==> config.mk <==
export PLATFORM = sky130hd
export DESIGN_NAME = fdc_io_decode
export DESIGN_NICKNAME = d
export VERILOG_FILES = /design/src/rtl/fdc_io_pkg.sv /design/src/rtl/fdc_io_match.sv /design/src/rtl/fdc_io_latch.sv /design/src/rtl/fdc_io_readback.sv /design/src/rtl/fdc_io_decode.sv
export SDC_FILE = /design/constraint.sdc
export NUM_CORES = 1
export LEC_CHECK = 0
export ABC_AREA = 0
export CAP_MARGIN = 20
export CORE_MARGIN = 1.5
export CORE_UTILIZATION = 29
export CTS_BUF_LIST = sky130_fd_sc_hd__clkbuf_8
export DETAILED_ROUTE_END_ITERATION = 16
export PLACE_DENSITY = 0.84
export SLEW_MARGIN = 20
export SYNTH_ARGS = -nofsm -noshare
export SYNTH_HDL_FRONTEND = slang
export SYNTH_HIERARCHICAL = 1
export SYNTH_SLANG_ARGS = --single-unit
export TNS_END_PERCENT = 1
==> constraint.sdc <==
create_clock -name clk -period 5.1 [get_ports clk]
set_input_delay 1.02 -clock clk [delete_from_list [all_inputs] [get_ports clk]]
set_output_delay 1.02 -clock clk [all_outputs]
set_load 0.03 [all_outputs]
==> src/rtl/fdc_io_pkg.sv <==
package fdc_io_pkg;

  localparam int NUM_DEV = 7;
  localparam int LOW_W   = 5;

  typedef enum logic [2:0] {
    DEV_RTC  = 3'd0,
    DEV_DMA  = 3'd1,
    DEV_FDC  = 3'd2,
    DEV_DRV  = 3'd3,
    DEV_MEM  = 3'd4,
    DEV_PPI2 = 3'd5,
    DEV_PPI1 = 3'd6
  } dev_e;

  // Five-bit low-address pattern for each device slot.
  function automatic logic [LOW_W-1:0] dev_pattern(input int idx);
    case (idx)
      int'(DEV_RTC):  return 5'b00011;
      int'(DEV_DMA):  return 5'b01011;
      int'(DEV_FDC):  return 5'b01111;
      int'(DEV_DRV):  return 5'b10011;
      int'(DEV_MEM):  return 5'b10111;
      int'(DEV_PPI2): return 5'b11011;
      default:        return 5'b11111;
    endcase
  endfunction

  // The drive-latch base also needs A6 low; A5 then picks the latch.
  function automatic logic dev_needs_a6_low(input int idx);
    return idx == int'(DEV_DRV);
  endfunction

  // A real IO transfer: IORQ asserted, not an interrupt acknowledge.
  function automatic logic io_qualified(input logic iorq_n, input logic m1_n);
    return !iorq_n && m1_n;
  endfunction

endpackage

==> src/rtl/fdc_io_match.sv <==
module fdc_io_match
  import fdc_io_pkg::*;
#(
  parameter int N_DEV = NUM_DEV
) (
  input  logic [7:0]       addr_lo,
  input  logic             io_ok,
  output logic [N_DEV-1:0] hit
);

  logic base_ok;
  assign base_ok = io_ok && !addr_lo[7];

  for (genvar g = 0; g < N_DEV; g++) begin : g_dev
    logic low_match;
    logic a6_ok;
    assign low_match = (addr_lo[LOW_W-1:0] == dev_pattern(g));
    assign a6_ok     = !dev_needs_a6_low(g) || !addr_lo[6];
    assign hit[g]    = base_ok && low_match && a6_ok;
  end

endmodule

==> src/rtl/fdc_io_latch.sv <==
module fdc_io_latch #(
  parameter int DATA_W = 8
) (
  input  logic              clk,
  input  logic              rst_n,
  input  logic              drv_wr,
  input  logic              den_wr,
  input  logic [DATA_W-1:0] data_in,
  output logic [DATA_W-1:0] drive_latch,
  output logic              density
);

  always_ff @(posedge clk) begin
    if (!rst_n) begin
      drive_latch <= '0;
      density     <= 1'b0;
    end else begin
      if (drv_wr) drive_latch <= data_in;
      if (den_wr) density     <= data_in[0];
    end
  end

endmodule

==> src/rtl/fdc_io_readback.sv <==
module fdc_io_readback #(
  parameter int DATA_W = 8
) (
  input  logic              rd_hit,
  input  logic [DATA_W-1:0] drive_status,
  output logic [DATA_W-1:0] data_out,
  output logic              data_oe
);

  always_comb begin
    data_oe  = rd_hit;
    data_out = rd_hit ? drive_status : '0;
  end

endmodule

==> src/rtl/fdc_io_decode.sv <==
module fdc_io_decode
  import fdc_io_pkg::*;
#(
  parameter int DATA_W    = 8,
  parameter int RTC_LSB   = 8,
  parameter int RTC_REG_W = 4,
  parameter int DEV_REG_W = 2
) (
  input  logic                 clk,
  input  logic                 rst_n,
  input  logic [RTC_LSB+RTC_REG_W-1:0] addr,
  input  logic                 iorq_n,
  input  logic                 m1_n,
  input  logic                 rd_n,
  input  logic                 wr_n,
  input  logic [DATA_W-1:0]    data_in,
  input  logic [DATA_W-1:0]    drive_status,
  output logic [DATA_W-1:0]    data_out,
  output logic                 data_oe,
  output logic                 cs_rtc,
  output logic                 cs_dma,
  output logic                 cs_fdc,
  output logic                 cs_mem,
  output logic                 cs_ppi2,
  output logic                 cs_ppi1,
  output logic [RTC_REG_W-1:0] rtc_reg,
  output logic [DEV_REG_W-1:0] dev_reg,
  output logic [DATA_W-1:0]    drive_latch,
  output logic                 density
);

  localparam int DEV_REG_LSB = 5;
  localparam int LATCH_SEL   = 5;

  // Named internal events, used by the checker.
  logic               io_ok;
  logic [NUM_DEV-1:0] hit;
  logic               drv_base_hit;
  logic               drv_wr_hit;
  logic               den_wr_hit;
  logic               stat_rd_hit;

  assign io_ok = io_qualified(iorq_n, m1_n);

  fdc_io_match #(.N_DEV(NUM_DEV)) u_match (
    .addr_lo (addr[7:0]),
    .io_ok   (io_ok),
    .hit     (hit)
  );

  assign drv_base_hit = hit[DEV_DRV];
  assign drv_wr_hit   = drv_base_hit && !addr[LATCH_SEL] && !wr_n;
  assign den_wr_hit   = drv_base_hit &&  addr[LATCH_SEL] && !wr_n;
  assign stat_rd_hit  = drv_base_hit && !addr[LATCH_SEL] && !rd_n;

  assign cs_rtc  = hit[DEV_RTC];
  assign cs_dma  = hit[DEV_DMA];
  assign cs_fdc  = hit[DEV_FDC];
  assign cs_mem  = hit[DEV_MEM];
  assign cs_ppi2 = hit[DEV_PPI2];
  assign cs_ppi1 = hit[DEV_PPI1];

  assign rtc_reg = addr[RTC_LSB +: RTC_REG_W];
  assign dev_reg = addr[DEV_REG_LSB +: DEV_REG_W];

  fdc_io_latch #(.DATA_W(DATA_W)) u_latch (
    .clk         (clk),
    .rst_n       (rst_n),
    .drv_wr      (drv_wr_hit),
    .den_wr      (den_wr_hit),
    .data_in     (data_in),
    .drive_latch (drive_latch),
    .density     (density)
  );

  fdc_io_readback #(.DATA_W(DATA_W)) u_rb (
    .rd_hit       (stat_rd_hit),
    .drive_status (drive_status),
    .data_out     (data_out),
    .data_oe      (data_oe)
  );

endmodule

==> results of run 1 <==
==> kinds of logic (layout without fill, tap and decap cells) <==
kind of cell           after synthesis  in the layout
muxes                                9              9
and+or+nand+nor                     35             35
DFF                                  9              9
buffers and inverters                8             60
==> routing by layer <==
metal / up-vias / track usage [%]
met2: 46 / 30.3
li1: 304 / -
met4: 0 / 6.67
met5: - / 0
met3: 2 / 5.10
met1: 261 / 12.2
==> placed cells by master (no fill, tap or decap), drive strengths merged <==
cell,n
or3b,1
or2,1
nor2b,10
clkdlybuf4s50,55
nor4,1
nor2,4
inv,1
and2,8
mux2i,9
nand3b,1
nand2,1
nand4b,1
nand4,1
nor3,2
and3b,1
nor3b,2
dfxtp,9
clkbuf,3
nand3,1
buf,1
==> path summary, 6_finish.rpt <==
check / from / to / slack, ns / cells after the start
min: u_latch/drive_latch[0] / u_latch/drive_latch[0] / 0.51 / 2
max: addr[3] / data_out[5] / 0.69 / 6
max reg2reg: u_latch/drive_latch[4] / u_latch/drive_latch[4] / 4.49 / 2
min reg2reg: u_latch/drive_latch[0] / u_latch/drive_latch[0] / 0.51 / 2
==> cell usage after synthesis <==
library cell,count,area share [%]
mux2i_1,9,16
nand3b_1,1,1.4
nor4_1,1,1.1
or2_1,1,1.1
nand4_1,1,1.1
buf_6,1,2.0
nor2b_1,10,11
nand2_1,1,0.68
dfxtp_1,9,33
or3b_1,1,1.6
nor3b_2,1,2.3
nand4b_1,1,1.6
nand3_1,1,0.90
buf_4,7,9.5
nor3b_1,1,1.4
and2_1,8,9.1
nor3_1,2,1.8
and3b_1,1,1.6
nor2_1,4,2.7
==> worst register-to-register path, stage by stage (launching register included) <==
cell and delay (ns):
dfxtp_1 0.31, mux2i_1 0.13, nor2b_1 0.06
==> state kept, by name (all words and copies together) (netlist names) <==
register,flops
u_latch/drive_latch,8
u_latch/density,1
==> report_power, final <==
part	leakage (nW)	switching (mW)	internal [mW]
combinational	0.277	0.00916	0.0234
sequential	0.0724	0.0000129	0.0706
clock	0.0269	0.0266	0.0523
==> cell type report <==
cell class | instances | area (sq um)
Fill cell | 163 | 641
Timing Repair Buffer | 56 | 558
Multi-Input combinational cell | 44 | 309
Sequential cell | 9 | 180
Clock buffer | 3 | 41.3
Tap cell | 25 | 31.3
Clock inverter | 1 | 3.75
==> results by group, run 1 <==
Status
  – Status: finished clean

Pwr
  – Tot Pwr: approximately 180 uW
  – VDD IR max: 0.000196 V
  – P_leak: 0.377 nW
  – Power Dens Cells: 162 nW/um^2

Clock tree
  – Postcts setup bufs: 0
  – CTS resizes: 0
  – Worst skew pair latency: 0.23 ns
  – Root Driver: clkbuf_8
  – Num CTS Buffers: 3
  – Clk buf depth: 2
  – H-tree Lvls: 1
  – CTS hold repair buffers: 0
  – CTS tree: built
  – Sink Count: 9
  – Clock-pin slew on the worst setup and hold paths: 0.04 ns

Timing
  – Final setup margin: 0.685 ns
  – Setup violators final: 0
  – Final hold viol count: 0
  – Min Tclk post-route: 4.41 ns
  – RSZ-0062 raised after global routing: false
  – Clock skew: 0 ns
  – Slew margin rel.: between 70% and 80%
  – Slew at the pin closest to its max-slew limit: 0.371 ns
  – Fmax: between 0.2 and 0.25 GHz
  – Final hold slack: around 0.5 ns
  – TNS Setup: 0 ns
  – Tcrit/Tclk final: 86.6%
  – Max-slew violations: 0

Route
  – Top sig layer: met4
  – Post-route ant nets: 0
  – Met2 WL: about 800 microns
  – Initial DRC count: 2
  – WL final: 1.60 mm
  – DR DRC count: 0
  – Router iterations before antenna repair: 2
  – Post-DR wirelength/cell: 11.6 microns
  – Via count: a little over 600
  – WL met1: 531 microns
  – Met3 routed WL: 243 microns
  – Drt via density: 4.44

Yosys
  – Synth Instances: 61
  – Xor/xnor cell area share of the yosys netlist: 0%
  – Post-Synth Adder-Cell Area: 0%
  – Seq cells post-synth: 9
  – Yosys warning total: 6
  – Largest family of logic cells by synthesized area: simple AND/OR/NAND/NOR gates
  – Synth Area in Simple Gates: 39.6%
  – Synth unique cells: 19
  – Avg Inst Size Synth: 9.07 sq um
  – Synth Area in Compound Gates: 0%
  – Syn_nets: 95
  – Seq/Total Area, Yosys: about a third
  – Netlist Area Pre-Place: 553 sq um
  – Mux contribution to synthesized area: 16.3%

Global routing
  – Initial antenna violation count: 0
  – Largest net degree at the start of global routing: 10
  – Gr usage total: 14.8%
  – Grt total ovfl: 0
  – Vias in the first global route: 594
  – Global-route wire length before repair: 2.26 mm

Worst setup path
  – Crit-path slowest cell: clkdlybuf4s50_1
  – Cell mode on critical path: clkdlybuf4s50_1
  – Data required, critical path: 4.08 ns
  – Startpoint types: input pin
  – WP buf/inv: 2
  – Crit path DAT: between 3 and 4 ns
  – CP Cell Sequence: clkdlybuf4s50_1 -> or2_1 -> nor4_1 -> nor3b_2 -> and2_1 -> clkdlybuf4s50_1
  – Kind of critical path: in2out
  – CP max FO: 9
  – CP top delay family: simple AND/OR/NAND/NOR gates
  – Largest stage delay, worst path: about 0.67 ns
  – Critical path capture point type: primary output

Cells and area
  – Area Overhead vs Synth: 103%
  – ANT cells: 0
  – Final Util: 63.7%
  – Layout cells sized above 1: 4.42%
  – Post-Layout Cell Count: between 100 and 150
  – Post-layout instance area: about 1100 sq um
  – Fin nets: 148

Flow run
  – Max-cap violations: 0

Placed design
  – Dpl cells: between 100 and 150
  – Place WS: 0.661 ns
  – HPWL Detailed: 1.34 mm
  – Placer Congestion: 0.557
  – Port Buffers: 55
  – Post-DP Area: between 1000 and 1500 sq um

Hold path
  – HP Class: reg2reg

Die
  – Chip height: 46.7 microns
  – Row count: 15
  – Top Ports: 64
  – Core ar.: 1760 sq um
  – Die W: 46.7 microns
  – Initial core utilization: 31.3%
  – Die area: between 2000 and 2500 sq um
No activity file was read; power rests on OpenSTA's default activity.
==> inputs of run 2 (changes only) <==
CORE_UTILIZATION = 30   (was 29)
PLACE_DENSITY = 0.85   (was 0.84)
SYNTH_HIERARCHICAL = not set   (was 1)
==> run 2 against run 1 <==
Clock skew stayed put. Synthesized cell count is 13% higher. Cell count grew 4.3%. Flip-flop and latch count did not move. Die area down 0.47%.
==> results by group, run 2 <==
Status
  – Status: finished clean

Worst setup path
  – Startpoint types: input pin
  – Cell mode on critical path: clkdlybuf4s50_1
  – Data required, critical path: 4.08 ns
  – CP Cell Sequence: clkdlybuf4s50_1 -> or4_1 -> nor3_2 -> and2_1 -> clkdlybuf4s50_1
  – Crit path DAT: 3.25 ns
  – WP buf/inv: 2
  – CP top delay family: buffers and inverters
  – CP max FO: 9
  – Largest stage delay, worst path: 0.68 ns
  – Crit-path slowest cell: clkdlybuf4s50_1
  – Critical path capture point type: primary output
  – Kind of critical path: in2out

Placed design
  – Dpl cells: between 100 and 150
  – HPWL Detailed: 1.54 mm
  – Port Buffers: 55
  – Placer Congestion: 0.627

Route
  – Post-DR wirelength/cell: 12.3 microns
  – DR DRC count: 0
  – Initial DRC count: 5
  – WL final: 1.77 mm
  – Via count: 668
  – Post-route ant nets: 0
  – Drt via density: roughly 4.6
  – Router iterations before antenna repair: 4

Cells and area
  – Most frequent cells in the layout: clkdlybuf4s50_1 (55), nand2_1 (17), mux2i_1 (9), dfxtp_1 (9), and2_1 (8)
  – Biggest register: u_latch.drive_latch
  – Layout cells sized above 1: 5.04%
  – Fin nets: 154
  – Max reg flops: 8
  – Most common cell after layout, fill and taps aside: clkdlybuf4s50_1
  – Largest regs: u_latch.drive_latch: 8 flops, u_latch.density: 1 flops
  – Final Util: approximately 65%
  – ANT cells: 0
  – Post-Layout Cell Count: 144
  – Area Overhead vs Synth: 100%

Yosys
  – Synth cell count leaders: nand2_1 (17), dfxtp_1 (9), mux2i_1 (9)
  – Netlist Area Pre-Place: 569 sq um
  – Area fraction of the dominant cell type after synthesis: between 30% and 40%
  – Area leader, netlist: dfxtp_1
  – Yosys warning total: 0
  – Synth unique cells: 18
  – Post-synth EDFFs: 0
  – Most used DFF post-synth: dfxtp_1
  – Seq/Total Area, Yosys: between 30% and 40%
  – Async SR Flop Fraction: 0%
  – Avg Inst Size Synth: 8.25 sq um
  – Synth Instances: about 70
  – Most area-consuming cells after synthesis: dfxtp_1 (32%), mux2i_1 (16%), nand2_1 (11%)
  – Syn_nets: 103
  – Seq cells post-synth: 9
  – Most common cell in the netlist: nand2_1

Die
  – Top Ports: 64
  – Die area: 2170 sq um
  – Core ar.: 1750 sq um
  – Chip height: 46.6 microns
  – Die W: about 47 microns
  – Row count: 15
  – Initial core utilization: 32.6%

Timing
  – Slew margin rel.: 53.7%
  – RSZ-0062 raised after global routing: false
  – Tcrit/Tclk final: around 84%
  – Min Tclk post-route: around 4.3 ns
  – Fmax: 0.234 GHz
  – Max-slew violations: 0
  – TNS Setup: 0 ns
  – Clock skew: 0 ns
  – Final hold viol count: 0
  – Final hold slack: 0.461 ns
  – Slew at the pin closest to its max-slew limit: about 0.69 ns
  – Setup violators final: 0

Clock tree
  – CTS resizes: 0
  – Num CTS Buffers: 3
  – Sink Count: 9
  – Worst skew pair latency: approximately 0.23 ns
  – Postcts setup bufs: 0
  – Root Driver: clkbuf_8
  – H-tree Lvls: 1
  – Clock-pin slew on the worst setup and hold paths: about 0.040 ns
  – Clk buf depth: 2
  – CTS tree: built
  – CTS hold repair buffers: 0

Global routing
  – Global-route wire length before repair: around 2.5 mm
  – Gr usage total: 16.5%
  – Initial antenna violation count: 0
  – Vias in the first global route: 620
  – Grt total ovfl: 0
  – Largest net degree at the start of global routing: 18

Pwr
  – P_leak: 0.396 nW
  – Power Dens Cells: 163 nW/um^2
  – Tot Pwr: 186 uW
  – VDD IR max: 0.000158 V

Hold path
  – HP Class: reg2reg

Flow run
  – Max-cap violations: 0
run 2: cell types whose count changed after synthesis, moves of 2 or more:
cell,previous run,this run
clkbuf_1,0,2
inv_1,0,2
nand2_1,1,17
nor2_1,4,0
nor2b_1,10,0
nor3_1,2,6
run 2: cells by family after synthesis:
kind of cell           share of synthesized area (%)
AND/OR/NAND/NOR                                 41.1
buffers and inverters                           11.4
multiplexers                                    15.8
flip-flops                                      31.6
run 2: layout make-up:
cell class	count	area (sq um)
well taps	25	31.3
clock inverters	1	3.75
fillers	148	607
multi-input cells	49	324
clock buffers	3	41.3
flip-flops and latches	9	180
inverters	2	7.51
repair buffers	55	551
run 2: report_power, final:
group / internal, mW / leakage, nW / switching [mW]
Sequential: 0.0706 / 0.0724 / 0.0000133
Clock: 0.0523 / 0.0269 / 0.0269
Combinational: 0.0234 / 0.297 / 0.0126
run 2: routing by layer:
layer	wire length (microns)	share of wire, %	global-route usage [%]	vias up
met5	0	0	0	-
met4	54	3.1	11.4	0
met1	599	34	15.9	281
met2	882	50	29.7	51
li1	-	-	-	328
met3	229	13	4.71	8
run 2: per-stage QoR:
step,cell area (sq um),worst slack (ns)
after detailed placement,1090,0.837
final,1140,0.833
after global routing,1140,0.734
after CTS,1140,0.827
after global placement,1090,0.889
after floorplan,569,1.59
run 2: worst reg2reg max path: stages (launching register included):
cell,delay (ns)
dfxtp_1,0.33
nand2_1,0.05
mux2i_1,0.15
run 2: path summary, 6_finish.rpt:
check / start / end / slack (ns) / depth (start not counted)
min: u_latch.density / u_latch.density / 0.46 / 2
min reg2reg: u_latch.density / u_latch.density / 0.46 / 2
max: addr[2] / data_out[2] / 0.83 / 5
max reg2reg: u_latch.drive_latch[6] / u_latch.drive_latch[6] / 4.50 / 2
